--- src/rtl/nvb_pkg.sv ---
package nvb_pkg;

   typedef enum logic [1:0] {
      SEL_ADDR = 2'd0,
      SEL_DATA = 2'd1,
      SEL_CTRL = 2'd2,
      SEL_NONE = 2'd3
   } nvb_sel_e;

   localparam int CB_RD  = 0;
   localparam int CB_WR  = 1;
   localparam int CB_ARM = 2;
   localparam int CB_IE  = 3;

   localparam int CTRL_BITS = 4;

endpackage

--- src/rtl/nvb_down_timer.sv ---
module nvb_down_timer #(
   parameter int CNT_W = 4
) (
   input  logic             clk,
   input  logic             rst_n,
   input  logic             load,
   input  logic [CNT_W-1:0] load_val,
   input  logic             clr,
   output logic [CNT_W-1:0] count
);

   if (CNT_W < 1) begin : g_bad_w
      $error("nvb_down_timer: CNT_W must be at least 1");
   end

   always_ff @(posedge clk or negedge rst_n) begin
      if (!rst_n) begin
         count <= '0;
      end else if (clr) begin
         count <= '0;
      end else if (load) begin
         count <= load_val;
      end else if (count != '0) begin
         count <= count - CNT_W'(1);
      end
   end

endmodule

--- src/rtl/nvb_byte_array.sv ---
module nvb_byte_array #(
   parameter int ADDR_W = 6,
   parameter int DATA_W = 8
) (
   input  logic              clk,
   input  logic              we,
   input  logic [ADDR_W-1:0] waddr,
   input  logic [DATA_W-1:0] wdata,
   input  logic [ADDR_W-1:0] raddr,
   output logic [DATA_W-1:0] rdata
);

   localparam int DEPTH = 1 << ADDR_W;

   logic [DEPTH-1:0][DATA_W-1:0] cells_flat;

   // One register per entry; no reset so contents survive rst_n.
   for (genvar i = 0; i < DEPTH; i++) begin : g_cell
      logic [DATA_W-1:0] cell_q;
      always_ff @(posedge clk) begin
         if (we && (waddr == ADDR_W'(i))) begin
            cell_q <= wdata;
         end
      end
      assign cells_flat[i] = cell_q;
   end

   assign rdata = cells_flat[raddr];

endmodule

--- src/rtl/nvbyte_ctrl.sv ---
module nvbyte_ctrl
   import nvb_pkg::*;
#(
   parameter int ADDR_W      = 6,
   parameter int DATA_W      = 8,
   parameter int PROG_CYCLES = 40,
   parameter int ARM_WIN     = 4,
   parameter int WR_STALL    = 2,
   parameter int RD_STALL    = 4,
   parameter bit COMMIT_LATE = 1'b0
) (
   input  logic              clk,
   input  logic              rst_n,
   input  logic [1:0]        reg_sel,
   input  logic              reg_wr,
   input  logic [DATA_W-1:0] reg_wdata,
   output logic [DATA_W-1:0] reg_rdata,
   output logic              stall,
   output logic              irq
);

   localparam int STALL_MAX = (WR_STALL > RD_STALL) ? WR_STALL : RD_STALL;
   localparam int SW        = $clog2(STALL_MAX + 1);
   localparam int PW        = $clog2(PROG_CYCLES + 1);
   localparam int AW        = $clog2(ARM_WIN + 1);

   // Elaboration-time parameter checks
   if (ADDR_W < 1 || ADDR_W > 10 || ADDR_W > DATA_W) begin : g_bad_addr
      $error("nvbyte_ctrl: ADDR_W must be 1..10 and not wider than DATA_W");
   end
   if (DATA_W < CTRL_BITS) begin : g_bad_data
      $error("nvbyte_ctrl: DATA_W too narrow for the control register");
   end
   if (PROG_CYCLES < 2) begin : g_bad_prog
      $error("nvbyte_ctrl: PROG_CYCLES must be at least 2");
   end
   if (ARM_WIN < 1 || WR_STALL < 1 || RD_STALL < 1) begin : g_bad_win
      $error("nvbyte_ctrl: ARM_WIN, WR_STALL and RD_STALL must be positive");
   end

   logic [ADDR_W-1:0] addr_q;
   logic [DATA_W-1:0] data_q;
   logic              ie_q;
   logic [AW-1:0]     arm_cnt;
   logic [SW-1:0]     stall_cnt;
   logic [PW-1:0]     prog_cnt;
   logic              arm;
   logic              busy;
   logic              idle;
   logic              ctrl_wr;
   logic              wr_acc;
   logic              rd_acc;
   logic              arm_set;
   logic              arr_we;
   logic [DATA_W-1:0] arr_rdata;
   logic [DATA_W-1:0] ctrl_view;

   assign arm   = (arm_cnt != '0);
   assign busy  = (prog_cnt != '0);
   assign stall = (stall_cnt != '0);
   assign idle  = !busy && !stall;

   // Control register decode
   assign ctrl_wr = reg_wr && (reg_sel == SEL_CTRL);
   assign wr_acc  = ctrl_wr && reg_wdata[CB_WR] && arm && idle;
   assign rd_acc  = ctrl_wr && reg_wdata[CB_RD] && idle && !wr_acc;
   assign arm_set = ctrl_wr && reg_wdata[CB_ARM] && idle && !wr_acc;

   // Arm window: reload on request, cleared by an accepted write
   nvb_down_timer #(.CNT_W(AW)) u_arm_tmr (
      .clk      (clk),
      .rst_n    (rst_n),
      .load     (arm_set),
      .load_val (AW'(ARM_WIN)),
      .clr      (wr_acc),
      .count    (arm_cnt)
   );

   // Processor stall length depends on the access kind
   nvb_down_timer #(.CNT_W(SW)) u_stall_tmr (
      .clk      (clk),
      .rst_n    (rst_n),
      .load     (wr_acc || rd_acc),
      .load_val (wr_acc ? SW'(WR_STALL) : SW'(RD_STALL)),
      .clr      (1'b0),
      .count    (stall_cnt)
   );

   // Self-timed programming period
   nvb_down_timer #(.CNT_W(PW)) u_prog_tmr (
      .clk      (clk),
      .rst_n    (rst_n),
      .load     (wr_acc),
      .load_val (PW'(PROG_CYCLES)),
      .clr      (1'b0),
      .count    (prog_cnt)
   );

   // Array update point: acceptance edge or final busy edge
   if (COMMIT_LATE) begin : g_commit_late
      assign arr_we = (prog_cnt == PW'(1));
   end else begin : g_commit_early
      assign arr_we = wr_acc;
   end

   nvb_byte_array #(.ADDR_W(ADDR_W), .DATA_W(DATA_W)) u_array (
      .clk   (clk),
      .we    (arr_we),
      .waddr (addr_q),
      .wdata (data_q),
      .raddr (addr_q),
      .rdata (arr_rdata)
   );

   // Address register: locked while busy or stalled
   always_ff @(posedge clk or negedge rst_n) begin
      if (!rst_n) begin
         addr_q <= '0;
      end else if (reg_wr && (reg_sel == SEL_ADDR) && idle) begin
         addr_q <= reg_wdata[ADDR_W-1:0];
      end
   end

   // Data register: software write when idle, array copy on read
   always_ff @(posedge clk or negedge rst_n) begin
      if (!rst_n) begin
         data_q <= '0;
      end else if (rd_acc) begin
         data_q <= arr_rdata;
      end else if (reg_wr && (reg_sel == SEL_DATA) && idle) begin
         data_q <= reg_wdata;
      end
   end

   // Interrupt enable is writable at any time
   always_ff @(posedge clk or negedge rst_n) begin
      if (!rst_n) begin
         ie_q <= 1'b0;
      end else if (ctrl_wr) begin
         ie_q <= reg_wdata[CB_IE];
      end
   end

   always_comb begin
      ctrl_view         = '0;
      ctrl_view[CB_WR]  = busy;
      ctrl_view[CB_ARM] = arm;
      ctrl_view[CB_IE]  = ie_q;
   end

   always_comb begin
      unique case (reg_sel)
         SEL_ADDR: reg_rdata = DATA_W'(addr_q);
         SEL_DATA: reg_rdata = data_q;
         SEL_CTRL: reg_rdata = ctrl_view;
         default:  reg_rdata = '0;
      endcase
   end

   assign irq = ie_q && !busy;

endmodule

--- config.mk ---
export PLATFORM = sky130hd
export DESIGN_NAME = nvbyte_ctrl
export DESIGN_NICKNAME = d
export VERILOG_FILES = /design/src/rtl/nvb_pkg.sv /design/src/rtl/nvb_down_timer.sv /design/src/rtl/nvb_byte_array.sv /design/src/rtl/nvbyte_ctrl.sv
export SDC_FILE = /design/constraint.sdc
export NUM_CORES = 1
export LEC_CHECK = 0
export BUFFER_PORTS_ARGS = -buffer_cell sky130_fd_sc_hd__clkbuf_2
export CAP_MARGIN = 20
export CELL_PAD_IN_SITES_DETAIL_PLACEMENT = 0
export CELL_PAD_IN_SITES_GLOBAL_PLACEMENT = 2
export CORE_MARGIN = 3
export CORE_UTILIZATION = 55
export CTS_BUF_LIST = sky130_fd_sc_hd__clkbuf_4
export DETAILED_ROUTE_END_ITERATION = 7
export PLACE_DENSITY_LB_ADDON = 0.1
export SLEW_MARGIN = 10
export SYNTH_ARGS = -nofsm -noshare
export SYNTH_HDL_FRONTEND = slang
export SYNTH_SLANG_ARGS = --single-unit
--- constraint.sdc ---
create_clock -name clk -period 6.5 [get_ports clk]
set_clock_uncertainty 0.2 [all_clocks]
set_input_delay 1.625 -clock clk [delete_from_list [all_inputs] [get_ports clk]]
set_output_delay 1.625 -clock clk [all_outputs]
set_load 0.05 [all_outputs]
==> metrics.md <==
| Metric | Value |
|---|---|
| Status | completed |
| Max_cap viols | 0 |
| RSZ-0062 raised after global routing | no |
| Critical path launch point type | register |
| Setup crit end kind | primary output |
| Syn-to-layout area delta | 10.6% |
| Clock tree sinks | 539 |
| Setup TNS | 0 ns |
| Synth Instances | 1,137 |
| Reg2reg end | u_array.g_cell[29].cell_q[2]$_DFFE_PP_ |
| Count of different cell masters after synthesis | 57 |
| Crit path from | u_prog_tmr.count[2]$_DFFE_PN0P_ |
| Fin. Hold Viols | 0 |
| Non-filler cells, final | 1,868 |
| Sequential element share of the synthesized area | 74.0% |
| First-pass GRT wire length | 77.8 mm |
| CTS resizes | 0 |
| Pre-CTS setup slack | 1.47 ns |
| Die X | 205 um |
| Initial Utilization | 55.8% |
| Primary FF master, synth | edfxtp_1 |
| Worst-path cell chain | or3_1, nor2_1, o22ai_1, clkbuf_2 |
| R2r startpoint | u_prog_tmr.count[0]$_DFFE_PN0P_ |
| CTS tree | yes |
| Via-per-instance ratio | 6.13 |
| Final period util | 67.5% |
| Worst setup path end | reg_rdata[1] |
| GRT overflow | 0 |
| Syn_nets | 1,156 |
| Routability congestion estimate | 0.829 |
| Post-DP HPWL | 31.3 mm |
| YS warnings | 0 |
| IO Port Bufs | 22 |
| EDFF count, synth | 512 |
| Avg Cell Area, Syn | 19.1 um^2 |
| Reg2reg path depth | 7 |
| Critical Path Max Stage Delay | 0.43 ns |
| CP required | 4.68 ns |
| DRT iter0 DRCs | 1,164 |
| Vias in the first global route | 11,600 |
| Achievable Freq | 0.228 GHz |
| Fill cells | 2,828 |
| H-Tree Depth | 4 |
| Post-layout minimum cycle time | 4.39 ns |
| #FFs+latches synth | 539 |
| Hold_buf cts | 0 |
| Clock root buffer | clkbuf_4 |
| CTS Buf Count | 136 |
| Final net count | 1,263 |
| Standard-cell rows | 72 |
| DIE AREA | 41,800 um^2 |
| Clk buf depth | 3 |
| Inst Count DP | 1,624 |
| WL per Instance | 28.5 um |
| Max-Slew Margin vs Limit | 26.3% |
| Worst-path fanout max | 8 |
| Max-slew violation count | 0 |
| Setup CP Type | register to primary output |
| Async set-reset flop share out of synthesis | 5.01% |
| Lkg Pwr | 7.59 nW |
| HP Class | register to register |
| Post-route ant nets | 0 |
| Die Ht | 205 um |
| Residual DRC count | 0 |
| Largest net degree at the start of global routing | 75 |
| Synth Cell Area | 21,700 um^2 |
| Final WS setup | 2.11 ns |
| R2r setup slk | 2.55 ns |
| Vias | 11,400 |
| DRT Wirelength | 53.1 mm |
| Setup Buffers After CTS | 0 |
| GR Util All Layers | 26.3% |
| Worst slew pin tran | 1.10 ns |
| First-pass DRT Iterations | 5 |
| Initial antenna violation count | 2 |
| Core Box Area | 38,800 um^2 |
| Arrival @ worst endpoint | 2.56 ns |
| Share of cells above drive strength 1 | 26.5% |
| PwrDens | 334 nW/um^2 |
| Clock transition at path regs | 0.07 ns |
| Clk_lat worst skew | 0.85 ns |
| IO Pins | 23 |
| Slowest-stage cell, CP | dfrtp_1 |
| Peak supply drop | 144 uV |
| Final setup vio count | 0 |
worst max-delay path: cells and delay by family, from the launching register on:
| kind | cells | cell delay [ns] |
|---|---|---|
| and+or+nand+nor | 2 | 0.86 |
| DFF | 1 | 0.43 |
| buffers and inverters | 1 | 0.26 |
| AOI/OAI and AO/OA | 1 | 0.16 |
synth_stat cells (all sizes together) (4+ instances only):
cell    instances  area (um^2)
o21ai           9         45.0
mux2i         105         1050
edfxtp        512        15400
clkbuf         14         52.6
o22ai          11         68.8
ha              6         75.1
mux2           14          158
nor2b          18          113
nor2           89          337
buf            51          359
a31oi           4         25.0
mux4           97         2220
nand2          34          128
and3            4         25.0
nand3          21          105
a22oi          30          225
dfrtp          27          676
inv             8         30.0
and2            8         51.3
nand3b          4         30.0
a21oi          14         70.1
nor4b           4         35.0
nand2b          4         25.0
cell type report:
type | instances | area (um^2) | share of cell area (%)
Sequential cell | 539 | 16100 | 67.1
Tap cell | 518 | 648 | 2.70
Multi-Input combinational cell | 525 | 5190 | 21.6
Clock inverter | 57 | 425 | 1.77
Timing Repair Buffer | 34 | 213 | 0.887
Antenna cell | 5 | 12.5 | 0.0522
Inverter | 8 | 30.0 | 0.125
Clock buffer | 182 | 1370 | 5.70
sequential cells by signal, indices dropped and copies added, names as in the netlist:
register,count
addr_q,6
u_array.g_cell.cell_q,512
u_prog_tmr.count,6
data_q,8
u_stall_tmr.count,3
u_arm_tmr.count,3
ie_q,1
per-layer routing:
layer | global-route usage [%] | vias up | routed length [um]
met3 | 6.34 | 89 | 4450
met2 | 39.1 | 564 | 24700
met4 | 8.58 | 0 | 1110
li1 | - | 4910 | -
met5 | 0 | - | 0
met1 | 39.0 | 5882 | 22800
how the worst min path moves through the flow:
stage	startpoint	end	slack, ns	cells past startpoint
global route	u_arm_tmr.count[1]$_DFFE_PN0P_	u_arm_tmr.count[1]$_DFFE_PN0P_	0.37	2
global placement	u_prog_tmr.count[4]$_DFFE_PN0P_	u_prog_tmr.count[4]$_DFFE_PN0P_	0.29	2
detailed placement	u_prog_tmr.count[4]$_DFFE_PN0P_	u_prog_tmr.count[4]$_DFFE_PN0P_	0.29	2
floorplan	u_prog_tmr.count[4]$_DFFE_PN0P_	u_prog_tmr.count[4]$_DFFE_PN0P_	0.26	2
finish	u_prog_tmr.count[4]$_DFFE_PN0P_	u_prog_tmr.count[4]$_DFFE_PN0P_	0.31	2
CTS	u_prog_tmr.count[4]$_DFFE_PN0P_	u_prog_tmr.count[4]$_DFFE_PN0P_	0.31	2
stage by stage:
stage	power [mW]	instance area (um^2)	util, %	hold slack (ns)
finish	8.00	24000	61.7	0.306
CTS	8.08	24000	61.7	0.311
global placement	5.16	22200	57.1	0.286
detailed placement	5.16	22200	57.1	0.289
global route	8.35	24000	61.7	0.374
floorplan	4.79	21700	-	0.258
layout by cell type, fill, tap and decap left out, drive strengths merged, types with 4 or more instances in the layout:
cell type  synthesis  final
clkinvlp           0      4
and3               4      4
clkbuf            14    204
a31oi              4      4
buf               51     12
nor2b             18     18
diode              0      5
ha                 6      6
and2               8      8
inv                8     12
nand2             34     34
mux2              14     14
clkinv             0     42
bufinv             0      7
dfrtp             27     27
nand3b             4      4
a21oi             14     14
mux2i            105    105
nand3             21     21
nor4b              4      4
mux4              97     97
edfxtp           512    512
nor2              89     89
a22oi             30     30
o22ai             11     11
o21ai              9      9
nand2b             4      4
cells by family after synthesis:
logic type / share of synthesized area (%)
XOR/XNOR: 0.162
buffers and inverters: 2.04
adder cells (fa/ha/maj): 0.346
flip-flops: 74.0
AO/OA/AOI/OAI: 3.01
AND/OR/NAND/NOR: 4.59
multiplexers: 15.8
power breakdown:
part           internal [mW]  switching (mW)  total [mW]
registers               4.01           0.298        4.31
logic                  0.323           0.436       0.760
clock network           1.59            1.34        2.94
total                   5.92            2.08        8.00
Note: power is estimated with default switching activity, not from simulation.
